### config.mk
export PLATFORM = sky130hd
export DESIGN_NAME = eeprom_poll_responder
export DESIGN_NICKNAME = d
export VERILOG_FILES = /design/src/rtl/poll_pkg.sv /design/src/rtl/poll_seq_fsm.sv /design/src/rtl/poll_toggle.sv /design/src/rtl/poll_out_mux.sv /design/src/rtl/eeprom_poll_responder.sv
export SDC_FILE = /design/constraint.sdc
export NUM_CORES = 1
export LEC_CHECK = 0
export ABC_AREA = 1
export BUFFER_PORTS_ARGS = -buffer_cell sky130_fd_sc_hd__buf_2
export CELL_PAD_IN_SITES_DETAIL_PLACEMENT = 1
export CELL_PAD_IN_SITES_GLOBAL_PLACEMENT = 1
export CORE_UTILIZATION = 23
export CTS_BUF_LIST = sky130_fd_sc_hd__clkbuf_2
export DETAILED_ROUTE_END_ITERATION = 6
export PLACE_DENSITY_LB_ADDON = 0.25
export RECOVER_POWER = 25
export SLEW_MARGIN = 40
export SYNTH_ARGS = -nofsm -noshare
export SYNTH_HDL_FRONTEND = slang
export SYNTH_SLANG_ARGS = --single-unit
### constraint.sdc
create_clock -name clk -period 1.29 [get_ports clk]
set_input_delay 0.129 -clock clk [delete_from_list [all_inputs] [get_ports clk]]
set_output_delay 0.129 -clock clk [all_outputs]
set_load 0.02 [all_outputs]
### src/rtl/poll_pkg.sv
package poll_pkg;

    typedef enum logic [1:0] {
        ST_IDLE = 2'd0,
        ST_LOAD = 2'd1,
        ST_PROG = 2'd2,
        ST_HALT = 2'd3
    } poll_state_e;

endpackage

### src/rtl/poll_seq_fsm.sv
module poll_seq_fsm
    import poll_pkg::*;
(
    input  logic clk,
    input  logic rst_n,
    input  logic res_n,
    input  logic wr_strobe,
    input  logic prog_busy,
    output logic in_prog,
    output logic busy_low,
    output logic serve_ok
);

    poll_state_e state_q;
    poll_state_e state_d;

    // Next-state logic
    always_comb begin
        state_d = state_q;
        if (!res_n) begin
            state_d = ST_HALT;
        end else begin
            unique case (state_q)
                ST_HALT: state_d = wr_strobe ? ST_LOAD : ST_IDLE;
                ST_IDLE: begin
                    if (prog_busy)      state_d = ST_PROG;
                    else if (wr_strobe) state_d = ST_LOAD;
                end
                ST_LOAD: if (prog_busy)  state_d = ST_PROG;
                ST_PROG: if (!prog_busy) state_d = ST_IDLE;
                default: state_d = ST_IDLE;
            endcase
        end
    end

    // State register
    always_ff @(posedge clk or negedge rst_n) begin
        if (!rst_n) state_q <= ST_IDLE;
        else        state_q <= state_d;
    end

    // Outputs
    always_comb begin
        in_prog  = 1'b0;
        busy_low = 1'b0;
        serve_ok = 1'b1;
        unique case (state_q)
            ST_IDLE: ;
            ST_LOAD: busy_low = 1'b1;
            ST_PROG: begin
                busy_low = 1'b1;
                in_prog  = 1'b1;
            end
            ST_HALT: serve_ok = 1'b0;
            default: serve_ok = 1'b0;
        endcase
    end

    AST_HALT_ON_PROTECT: assert property (@(posedge clk) disable iff (!rst_n)
        !res_n |=> (state_q == ST_HALT));

    AST_PROG_ONLY_WHEN_BUSY: assert property (@(posedge clk) disable iff (!rst_n)
        (state_q == ST_PROG) |-> $past(prog_busy));

endmodule

### src/rtl/poll_toggle.sv
module poll_toggle #(
    parameter logic TOG_INIT = 1'b1
) (
    input  logic clk,
    input  logic rst_n,
    input  logic in_prog,
    input  logic rd_en,
    output logic tog
);

    logic rd_q;
    logic rd_fall;

    assign rd_fall = rd_q && !rd_en;

    always_ff @(posedge clk or negedge rst_n) begin
        if (!rst_n) begin
            rd_q <= 1'b0;
            tog  <= TOG_INIT;
        end else begin
            rd_q <= rd_en;
            if (!in_prog)     tog <= TOG_INIT;
            else if (rd_fall) tog <= ~tog;
        end
    end

    AST_TOGGLE_HOLD: assert property (@(posedge clk) disable iff (!rst_n)
        (in_prog && !rd_fall) |=> $stable(tog) || !in_prog);

    AST_TOGGLE_RESTART: assert property (@(posedge clk) disable iff (!rst_n)
        $rose(in_prog) |-> (tog == TOG_INIT));

endmodule

### src/rtl/poll_out_mux.sv
module poll_out_mux #(
    parameter int DATA_W   = 8,
    parameter int POLL_BIT = 7,
    parameter int TOG_BIT  = 6
) (
    input  logic              rd_en,
    input  logic              res_n,
    input  logic              serve_ok,
    input  logic              in_prog,
    input  logic              tog,
    input  logic [DATA_W-1:0] last_byte,
    input  logic [DATA_W-1:0] arr_data,
    output logic [DATA_W-1:0] dout,
    output logic              dout_oe
);

    logic [DATA_W-1:0] status_word;

    // Status byte: inverted polling bit, toggle bit, all other bits zero
    generate
        for (genvar i = 0; i < DATA_W; i++) begin : g_status
            if (i == POLL_BIT) begin : g_poll
                assign status_word[i] = ~last_byte[i];
            end else if (i == TOG_BIT) begin : g_tog
                assign status_word[i] = tog;
            end else begin : g_zero
                assign status_word[i] = 1'b0;
            end
        end
    endgenerate

    always_comb begin
        dout_oe = rd_en && res_n && serve_ok;
        if (!dout_oe)    dout = '0;
        else if (in_prog) dout = status_word;
        else              dout = arr_data;
    end

endmodule

### src/rtl/eeprom_poll_responder.sv
module eeprom_poll_responder #(
    parameter int   DATA_W   = 8,
    parameter int   POLL_BIT = DATA_W - 1,
    parameter int   TOG_BIT  = DATA_W - 2,
    parameter logic TOG_INIT = 1'b1
) (
    input  logic              clk,
    input  logic              rst_n,
    input  logic              res_n,
    input  logic              rd_en,
    input  logic              wr_strobe,
    input  logic              prog_busy,
    input  logic [DATA_W-1:0] last_byte,
    input  logic [DATA_W-1:0] arr_data,
    output logic [DATA_W-1:0] dout,
    output logic              dout_oe,
    output logic              rdy_drive_low
);

    logic in_prog;
    logic busy_low;
    logic serve_ok;
    logic tog;

    poll_seq_fsm u_fsm (
        .clk       (clk),
        .rst_n     (rst_n),
        .res_n     (res_n),
        .wr_strobe (wr_strobe),
        .prog_busy (prog_busy),
        .in_prog   (in_prog),
        .busy_low  (busy_low),
        .serve_ok  (serve_ok)
    );

    poll_toggle #(.TOG_INIT(TOG_INIT)) u_toggle (
        .clk     (clk),
        .rst_n   (rst_n),
        .in_prog (in_prog),
        .rd_en   (rd_en),
        .tog     (tog)
    );

    poll_out_mux #(
        .DATA_W   (DATA_W),
        .POLL_BIT (POLL_BIT),
        .TOG_BIT  (TOG_BIT)
    ) u_mux (
        .rd_en     (rd_en),
        .res_n     (res_n),
        .serve_ok  (serve_ok),
        .in_prog   (in_prog),
        .tog       (tog),
        .last_byte (last_byte),
        .arr_data  (arr_data),
        .dout      (dout),
        .dout_oe   (dout_oe)
    );

    assign rdy_drive_low = busy_low;

    AST_RDY_AFTER_STROBE: assert property (@(posedge clk) disable iff (!rst_n)
        (wr_strobe && res_n && !rdy_drive_low) |=> (rdy_drive_low || !res_n));

    AST_RDY_RELEASE: assert property (@(posedge clk) disable iff (!rst_n)
        ($fell(prog_busy) && $past(res_n) && rdy_drive_low) |=> !rdy_drive_low);

    AST_POLL_INVERT: assert property (@(posedge clk) disable iff (!rst_n)
        (dout_oe && prog_busy && $past(prog_busy) && $past(res_n))
        |-> (dout[POLL_BIT] != last_byte[POLL_BIT]));

    AST_PROTECT_RELEASE: assert property (@(posedge clk) disable iff (!rst_n)
        $fell(res_n) |=> !rdy_drive_low);

    AST_FLOAT_NO_READ: assert property (@(posedge clk) disable iff (!rst_n)
        !rd_en |-> (!dout_oe && (dout == '0)));

    AST_ARRAY_WHEN_READY: assert property (@(posedge clk) disable iff (!rst_n)
        (dout_oe && !rdy_drive_low) |-> (dout == arr_data));

endmodule

## Word level (Yosys, flattened, before mapping)

Cells that the tools add are included.

- Eq/ne operators: 7
- Muxes and demuxes: 14
- Bitwise gates (word level): 2
- Reductions and logical operators: 7

Operator list:

| cell | count |
|---|---|
| 8-bit two-way mux | 2 |
| 2-bit two-way mux | 5 |
| 2-bit one-hot mux with 4 select lines | 1 |
| 1-bit two-way mux | 6 |
| 3-bit inequality test (second input constant) | 2 |
| 2-bit == test (second input constant) | 2 |
| 4-bit inequality test (second input constant) | 1 |
| 1-bit logical AND | 3 |
| 3-bit AND reduction | 1 |
| 2-bit by 1-bit == test with 1-bit output (second input constant) | 1 |
| 2-bit logical NOT | 1 |
| 2-bit inequality test (second input constant) | 1 |
| 1-bit NOT | 2 |
| 2-bit OR reduction | 1 |
| 1-bit logical NOT | 1 |

- Bits in registers: 4
- Input bits: 22
- Output and inout port bits: 10
- Logic and storage cells: 33

## Depth between registers and ports, before layout

Gate-level depths: netlist of run 1.

- Depth after elaboration: 4
- Gate-level depth with buffers: 8
- Depth with buffers taken out: 8

## Cells and area by module

From an unflattened synthesis of run 1, not the netlist that was laid out.

- Cell total of the unflattened synthesis: 67
- Area total of the unflattened synthesis: 420.4 sq um

Modules (own cells, without submodules):

| module | instances | cells each | area an instance (sq um) | sequential area each (sq um) |
|---|---|---|---|---|
| poll_seq_fsm | 1 | 38 | 242.7 | 50.0 |
| poll_out_mux | 1 | 21 | 101.3 | 0.0 |
| poll_toggle | 1 | 8 | 76.3 | 51.3 |

## Worst setup path after synthesis of run 1

OpenSTA, ideal clock, no wires.

- Kind: reg-to-output
- Start point: register u_fsm.state_q[0]
- End point: output port dout[7]
- Data arrival time: 1.345 ns
- Data required time: 1.161 ns
- Path slack: -0.184 ns
- Stages on the path, launching flop included: 5
- Path buffers: 0
- Path through: dfrtp_1 > ha_1 > inv_1 > nand3_4 > a211oi_1

- Word-level cells in the longest chain between the ends: 4
- Elaborated cells between the ends (all ways): 7
- Those cells by class: eq/ne (2); mux (4); reduce/logical (1)

RTL lines:

| what | RTL line | RTL |
|---|---|---|
| from (decl) | poll_seq_fsm.sv:14 | `poll_state_e state_q;` |
| from (signal assigned) | poll_seq_fsm.sv:39 | `else state_q <= state_d;` |
| 2-bit == test | poll_seq_fsm.sv:47 | `unique case (state_q)` |
| 1-bit two-way mux | poll_seq_fsm.sv:47 |  |
| 8-bit two-way mux / 1-bit logical AND (equally long branches) | poll_out_mux.sv:35, poll_out_mux.sv:33 |  |
| 8-bit two-way mux * | poll_out_mux.sv:34 | `if (!dout_oe) dout = '0;` |
| to (decl) | eeprom_poll_responder.sv:15 | `output logic [DATA_W-1:0] dout,` |

Every way passes the cells marked *; elsewhere a longest branch is shown, timed or not.

## Final worst setup path of run 1

- Start point: register u_fsm.state_q[1]
- End point: output port dout[2]

The elaborated chain is that of the path after synthesis.

==> results.toml, run 1 <==
[sta]
fin_worst_skew_ns = 0.01032
slew_violations = 0
setup-violations-final = 12
worst_pin_slew_ns = 0.2068
hold_violations = 0
setup_ws_ns = -0.2151
final.min_clock_period_ns = 1.505
max_freq_ghz = 0.6644
final.setup.tns_ns = -1.943
rsz0062_at_grt = "true"
slew_headroom_pct = 86.07
fin_crit_sh_pct = 116.7

[finish]
nets = 135
diodes = 0
mostFrequentLayoutCell = "nand2_1"
drive_above_1_share_pct = 61.68
layout_common_cells = "18 x nand2_1, 14 x buf_2, 13 x buf_6"
fin_cells = 132
area_delta_synth_final_pct = 107.1

[place]
hpwl_um = 965.3
port_buffers = 24
gp_congestion = 0.8143
placed_cells = 121

[floorplan]
dieWidth_um = 45.01
start_util_pct = 24.64
ios = 32
dieArea_um2 = 2025
rows = 15
die_y_um = 45.01
coreArea_um2 = 1727

[critical_path]
start_kind = "register"
endpoint_kind = "output port"
required_ns = 1.16
cp.arrival_ns = 1.38
slowest_delay_ns = 0.46
worstReg2RegEnd = "u_fsm.state_q[1]"
r2r_setup_slack_ns = -0.09
crit_fanout = 4
cp_slowest_cell = "dfrtp_2"
ff2ff_path_depth = 8
path_cells = "ha_4, inv_4, nand3_4, buf_12, nor2_4, buf_6"
r2r-start = "u_fsm.state_q[0]"
critPathKind = "register to output port"

[synthesis]
synth_fp_nets = 94
netlist_area_um2 = 425.4
yosysSeqAreaShare_pct = 23.82
synth_cell_types = 13
synth.avg_cell_area_um2 = 6.349
synth_area_leaders = "nand2_1 19%, dfrtp_1 18%, ha_1 15%"
synth_warnings = 0
ys_ff_latch = 4
yosysTopAreaCell = "nand2_1"
yosysTopAreaCellShare_pct = 18.53
netlist_instances = 67

[min_path]
whs_path_depth = 1
hp-class = "input port to register"
min_to = "u_toggle.rd_q"
min_from = "rd_en"

[drt]
first_iter_violations = 5
drc = 0
via_count = 554
drt-total-wl_um = 1468
dr.pass1.iters = 3
routed_via_density = 4.197
ant_nets = 0
detail_route.wl_per_cell_um = 11.12

[global_routing]
grt.total_usage_pct = 13.67
grt_pass1_vias = 510
grt_overflow_total = 0
grt_pass1_wl_um = 2035
grt_antenna_before_repair = 0
grt_max_degree = 9

[clock_network]
cts_tree = "yes"
cts.sinks = 4
insertion_delay_ns = 0.22
clock_path_buffers = 2
h-tree-depth = 1
clk_pin_slew_ns = 0.05
cts-buffers-inserted = 3
cts-root-buf = "clkbuf_2"

[run_status]
violations = "setup timing"
status = "finished with violations"

[flow_run]
cap_violations = 0

[pwr]
p_total_uw = 1601
p_leak_uw = 0.0004495
ir_drop_uv = 923.3
power-per-cell-area_nw_per_um2 = 1818
==> through the flow <==
step | util, % | hold slack [ns] | worst slack (ns) | cell area (um^2)
floorplan | - | -0.1666 | -0.02377 | 440.4
global placement | 36.23 | -0.06563 | -0.05191 | 625.6
detailed placement | 36.23 | -0.06417 | -0.06706 | 625.6
CTS | 45.72 | 0.08242 | -0.2369 | 789.5
global route | 51.01 | 0.09356 | -0.2998 | 880.8
finish | 51.01 | 0.09619 | -0.2151 | 880.8
==> flip-flops by register name (all words and copies together), names as in the netlist <==
name	flops
u_toggle.tog	1
u_fsm.state_q	2
u_toggle.rd_q	1
==> worst max-delay path by stage <==
stage                       end  slack (ns)        startpoint
2_1_floorplan           dout[4]       -0.02  u_fsm.state_q[0]
3_5_place_dp   u_fsm.state_q[1]       -0.07  u_fsm.state_q[1]
4_1_cts                 dout[7]       -0.24  u_fsm.state_q[1]
3_3_place_gp            dout[7]       -0.05  u_fsm.state_q[1]
5_1_grt                 dout[4]       -0.30  u_fsm.state_q[0]
6_report                dout[2]       -0.22  u_fsm.state_q[1]
==> per-layer routing <==
layer / wire length, um / share of wire (%) / GRT usage, % / vias up
li1: - / - / - / 287
met1: 556 / 38 / 15.06 / 247
met2: 813 / 55 / 25.80 / 18
met3: 79 / 5.4 / 2.000 / 2
met4: 19 / 1.3 / 5.455 / 0
met5: 0 / 0 / 0 / -
==> cell families (layout without fill, tap and decap cells) <==
| group | after synthesis | after routing | synth area share [%] |
|---|---|---|---|
| buffers and inverters | 13 | 53 | 13.23 |
| AOI/OAI and AO/OA | 5 | 5 | 6.471 |
| adders and majority gates | 5 | 5 | 14.71 |
| and+or+nand+nor | 40 | 40 | 41.77 |
| DFF | 4 | 4 | 23.82 |
==> area by class of cell <==
class,instances,area (um^2)
Sequential cell,4,102.6
Fill cell,226,845.8
Inverter,12,52.55
Clock buffer,4,20.02
Timing Repair Buffer,37,306.5
Tap cell,25,31.28
Multi-Input combinational cell,50,367.9
==> critical path, delay by kind of cell (launching register included) <==
family                   cells  cell delay, ns
flip-flops                   1            0.46
buffers and inverters        3            0.33
adder cells (fa/ha/maj)      1            0.19
AND/OR/NAND/NOR              2            0.18
==> cell usage after synthesis, drive strengths merged <==
cell type	number
nand3	10
dfstp	1
dfrtp	3
a211oi	1
buf	1
nor2	9
inv	12
nand2	21
ha	5
o21ai	4
==> where the power goes <==
group	internal (uW)	switching, uW	total, uW	leakage [uW]
sequential	183	57.7	241	0.0000437
combinational	618	603	1220	0.000389
clock	81.8	56.8	139	0.0000166
total	883	718	1600	0.000449
==> repair_timing <==
action	in CTS	in global routing
endpoints found under the setup margin	12	13
resized for setup	29	22
buffers inserted	5	2
endpoints found under the hold margin	4	0
pin swaps	1	8
hold buffers	1	0
No activity file was read; power rests on OpenSTA's default activity.
==> run 2: changes to the inputs <==
--- a/config.mk
+++ b/config.mk
@@ -12,6 +12,7 @@
 export CORE_UTILIZATION = 23
 export CTS_BUF_LIST = sky130_fd_sc_hd__clkbuf_2
 export DETAILED_ROUTE_END_ITERATION = 6
+export HOLD_SLACK_MARGIN = 0.15
 export PLACE_DENSITY_LB_ADDON = 0.25
 export RECOVER_POWER = 25
 export SLEW_MARGIN = 40
==> results.toml, run 2 (synthesized netlist as in run 1, its figures left out) <==
[run_status]
status = "finished with violations"
violations = "setup timing"

[drt]
drt-met1-wl_um = 566
detail_route.wl_per_cell_um = 11.19
drc = 0
routed_via_density = 4.233
wl_met2_um = 823
first_iter_violations = 4
dr.max_layer_used = "met4"
dr.pass1.iters = 3
wl_met3_um = 79
drt-total-wl_um = 1488
via_count = 563
ant_nets = 0

[clock_network]
clk_pin_slew_ns = 0.05
cts.sinks = 4
insertion_delay_ns = 0.22
cts-buffers-inserted = 3
cts_tree = "yes"
cts-root-buf = "clkbuf_2"
clock_path_buffers = 2
h-tree-depth = 1

[critical_path]
start_kind = "register"
path_delay_family = "flip-flops"
critPathKind = "register to output port"
cp.arrival_ns = 1.38
critPathBufInv = 3
crit_fanout = 4
required_ns = 1.16
slowest_delay_ns = 0.46
path_cells = "ha_4, inv_4, nand3_4, buf_12, nor2_4, buf_6"
cp_slowest_cell = "dfrtp_2"
endpoint_kind = "output port"

[finish]
diodes = 0
nets = 136
drive_above_1_share_pct = 60.19
largest_reg_flops = 2
fill_cells = 224
area_delta_synth_final_pct = 109.1
stdcell_area_um2 = 889.6
mostFrequentLayoutCell = "nand2_1"
top_regs = "u_fsm.state_q x2, u_toggle.rd_q x1, u_toggle.tog x1"
layout_common_cells = "18 x nand2_1, 13 x buf_2, 13 x buf_6"
fin_cells = 133
top_register = "u_fsm.state_q"

[sta]
slew_violations = 0
whs_ns = 0.2579
worst_pin_slew_ns = 0.2024
fin_worst_skew_ns = 0.008794
rsz0062_at_grt = "true"
setup-violations-final = 12
setup_ws_ns = -0.2177
fin_crit_sh_pct = 116.9
hold_violations = 0
max_freq_ghz = 0.6632
final.min_clock_period_ns = 1.508
slew_headroom_pct = 86.36

[min_path]
hp-class = "input port to register"

[place]
port_buffers = 24
place_ws_ns = -0.06706
gp_congestion = 0.8143
placed_cell_area_um2 = 625.6
placed_cells = 121
hpwl_um = 965.3

[global_routing]
grt_antenna_before_repair = 0
grt_pass1_wl_um = 2090
grt.total_usage_pct = 14.17
grt_pass1_vias = 521
grt_max_degree = 9
grt_overflow_total = 0

[pwr]
p_leak_uw = 0.0004509
power-per-cell-area_nw_per_um2 = 1804
ir_drop_uv = 923.8

[flow_run]
cap_violations = 0

[floorplan]
dieWidth_um = 45.01
dieArea_um2 = 2025
die_y_um = 45.01
start_util_pct = 24.64
rows = 15
ios = 32
coreArea_um2 = 1727
-- run 2: changes by cell type in the layout (fill, tap and decap cells not counted) --
| cell | previous run | this run |
|---|---|---|
| buf_2 | 14 | 13 |
| dlygate4sd3_1 | 1 | 2 |
| clkbuf_1 | 0 | 1 |
-- run 2: metrics by stage --
step / power, uW / setup TNS, ns / util (%)
after detailed placement: 975.9 / -0.3317 / 36.23
after floorplan: 684.2 / -0.07190 / -
after CTS: 1400 / -1.827 / 46.30
final: 1605 / -1.973 / 51.52
after global placement: 955.2 / -0.1506 / 36.23
after global routing: 1738 / -2.992 / 51.52
-- run 2: cell type report --
cell class | instances | area [um^2] | area share (%)
clock buffer | 4 | 20.02 | 2.250
inverter | 12 | 52.55 | 5.907
multi-input combinational | 50 | 367.9 | 41.35
sequential | 4 | 102.6 | 11.53
tap | 25 | 31.28 | 3.516
timing repair buffer | 38 | 315.3 | 35.44
-- run 2: final timing paths --
check | start | endpoint | slack (ns) | cells past startpoint
worst max-delay path | u_fsm.state_q[1] | dout[2] | -0.22 | 6
worst min-delay path | res_n | u_fsm.state_q[0] | 0.26 | 3
worst max register to register | u_fsm.state_q[0] | u_fsm.state_q[1] | -0.09 | 8
worst min register to register | u_toggle.tog | u_toggle.tog | 0.53 | 2
max in group asynchronous | rst_n | u_toggle.tog | 0.77 | 2
min in group asynchronous | rst_n | u_fsm.state_q[0] | 0.27 | 2
-- run 2: power by group --
group	internal (uW)	leakage, uW	switching (uW)	total [uW]
combinational	620	0.000391	603	1220
clock	81.8	0.0000166	58.6	140
sequential	183	0.0000437	57.9	241
total	885	0.000451	720	1600
-- run 2: timing repair --
action / in CTS / in global routing
resized for setup: 29 / 22
pin swaps: 1 / 8
endpoints found under the setup margin: 12 / 13
endpoints found under the hold margin: 5 / 0
hold buffers: 2 / 0
setup buffers: 5 / 2
gates cloned: 0 / 0
-- run 2: routing by layer --
layer	global-route usage, %	vias up
met5	0	-
met1	15.31	254
met3	2.000	2
li1	-	289
met4	7.273	0
met2	26.38	18
-- run 2: worst register-to-register path, cell delays in order, from the launching register on --
cell,delay [ns]
dfrtp_1,0.41
inv_2,0.10
ha_2,0.22
buf_4,0.13
nand3_1,0.08
nand2_1,0.08
nor2_2,0.14
nand2_1,0.07
nand2_1,0.07
==> run 3: changes to the inputs <==
--- a/config.mk
+++ b/config.mk
@@ -10,7 +10,7 @@
 export CELL_PAD_IN_SITES_DETAIL_PLACEMENT = 1
 export CELL_PAD_IN_SITES_GLOBAL_PLACEMENT = 1
 export CORE_UTILIZATION = 23
-export CTS_BUF_LIST = sky130_fd_sc_hd__clkbuf_2
+export CTS_BUF_LIST = sky130_fd_sc_hd__clkbuf_2 sky130_fd_sc_hd__clkbuf_4 sky130_fd_sc_hd__clkbuf_8
 export DETAILED_ROUTE_END_ITERATION = 6
 export HOLD_SLACK_MARGIN = 0.15
 export PLACE_DENSITY_LB_ADDON = 0.25
==> results.toml, run 3 (synthesized netlist as in run 1, its figures left out) <==
[place]
gp_congestion = 0.8143
hpwl_um = 965.3
port_buffers = 24

[sta]
slew_headroom_pct = 86.36
setup-violations-final = 12
whs_ns = 0.2299
worst_pin_slew_ns = 0.2024
rsz0062_at_grt = "true"
hold_violations = 0
max_freq_ghz = 0.6560
final.setup.tns_ns = -2.180
setup_ws_ns = -0.2344
fin_crit_sh_pct = 118.2
fin_worst_skew_ns = 0.003726
final.min_clock_period_ns = 1.524
slew_violations = 0

[global_routing]
grt_pass1_wl_um = 2014
grt.total_usage_pct = 13.67
grt_max_degree = 9
met2_usage_pct = 27.25
use_met1_pct = 13.83
grtUsageMet3_pct = 2.000
grt_antenna_before_repair = 0
grt_pass1_vias = 509
grt_overflow_total = 0
top_usage_layer = "met2"

[drt]
drt-total-wl_um = 1492
via_count = 566
drc = 0
detail_route.wl_per_cell_um = 11.22
routed_via_density = 4.256
ant_nets = 0
first_iter_violations = 4
dr.pass1.iters = 3

[pwr]
p_leak_uw = 0.0004507
ir_drop_uv = 879.4
power-per-cell-area_nw_per_um2 = 1837

[run_status]
status = "finished with violations"
violations = "setup timing"

[clock_network]
cts-root-buf = "clkbuf_4"
insertion_delay_ns = 0.24
clk_pin_slew_ns = 0.04
cts.sinks = 4
clock_path_buffers = 2
cts_tree = "yes"
cts-buffers-inserted = 3
h-tree-depth = 1

[finish]
fill_cells = 221
top_register = "u_fsm.state_q"
layout_common_cells = "19 x nand2_1, 13 x buf_2, 12 x buf_6"
mostFrequentLayoutCell = "nand2_1"
drive_above_1_share_pct = 60.19
largest_reg_flops = 2
top_regs = "u_fsm.state_q x2, u_toggle.rd_q x1, u_toggle.tog x1"
seqCellArea_um2 = 102.6
nets = 136
multi_input_area_um2 = 377.9
area_delta_synth_final_pct = 112.9
diodes = 0

[min_path]
hp-class = "input port to register"
whs_path_depth = 3

[flow_run]
cap_violations = 0

[critical_path]
critPathKind = "register to output port"
endpoint_kind = "output port"
startpoint = "u_fsm.state_q[1]"
cp.arrival_ns = 1.40
required_ns = 1.16
r2r-start = "u_fsm.state_q[1]"
ff2ff_path_depth = 9
crit_fanout = 4
r2r_setup_slack_ns = -0.09
start_kind = "register"
crit_end = "dout[2]"
worstReg2RegEnd = "u_fsm.state_q[0]"

[floorplan]
coreArea_um2 = 1727
start_util_pct = 24.64
rows = 15
dieWidth_um = 45.01
die_y_um = 45.01
dieArea_um2 = 2025
ios = 32
[run 3: cell count changes in the layout (fill, tap and decap cells not counted)]
| cell | change |
|---|---|
| ha_4 | +1 |
| nand2_2 | -1 |
| clkbuf_4 | +4 |
| buf_6 | -1 |
| clkbuf_2 | -4 |
| buf_4 | +1 |
| ha_1 | -1 |
| nand2_1 | +1 |
[run 3: stage by stage]
step / power [uW] / cells / utilization (%) / area (um^2) / setup slack (ns)
floorplan: 684.2 / 67 / - / 440.4 / -0.02377
global placement: 955.2 / 121 / 36.23 / 625.6 / -0.05191
detailed placement: 975.9 / 121 / 36.23 / 625.6 / -0.06706
CTS: 1453 / 131 / 46.88 / 809.5 / -0.2514
global route: 1794 / 133 / 52.46 / 905.9 / -0.2956
finish: 1664 / 133 / 52.46 / 905.9 / -0.2344
[run 3: what timing repair did]
item,CTS,global route
hold buffers,2,0
pin swaps,1,6
setup buffers,5,2
resized for setup,29,22
hold endpoints to repair,5,0
endpoints found under the setup margin,12,13
[run 3: report_power, final]
part / internal [uW] / switching (uW)
Sequential: 183 / 57.7
Clock: 137 / 58.1
Combinational: 615 / 612
Total: 936 / 728
[run 3: cell type report]
class                           count  share of cell area [%]
Clock buffer                        4                   3.315
Sequential cell                     4                   11.33
Timing Repair Buffer               38                   34.39
Inverter                           12                   5.801
Multi-Input combinational cell     50                   41.71
Tap cell                           25                   3.453
[run 3: layer usage]
metal | up-vias | part of all wire, %
met5 | - | 0
met4 | 0 | 0.80
met3 | 2 | 5.0
met2 | 18 | 56
met1 | 257 | 38
li1 | 289 | -
[run 3: worst min-delay path by stage]
| stage | endpoint | start |
|---|---|---|
| finish | u_fsm.state_q[0] | res_n |
| global route | u_fsm.state_q[1] | res_n |
| detailed placement | u_toggle.rd_q | rst_n |
| floorplan | u_fsm.state_q[0] | rst_n |
| global placement | u_toggle.rd_q | rst_n |
| CTS | u_fsm.state_q[1] | rst_n |
[run 3: critical path, stage by stage (launching register included)]
cell and delay, ns:
dfrtp_2 0.45, ha_4 0.19, inv_4 0.05, nand3_4 0.10
buf_12 0.16, nor2_4 0.08, buf_6 0.12
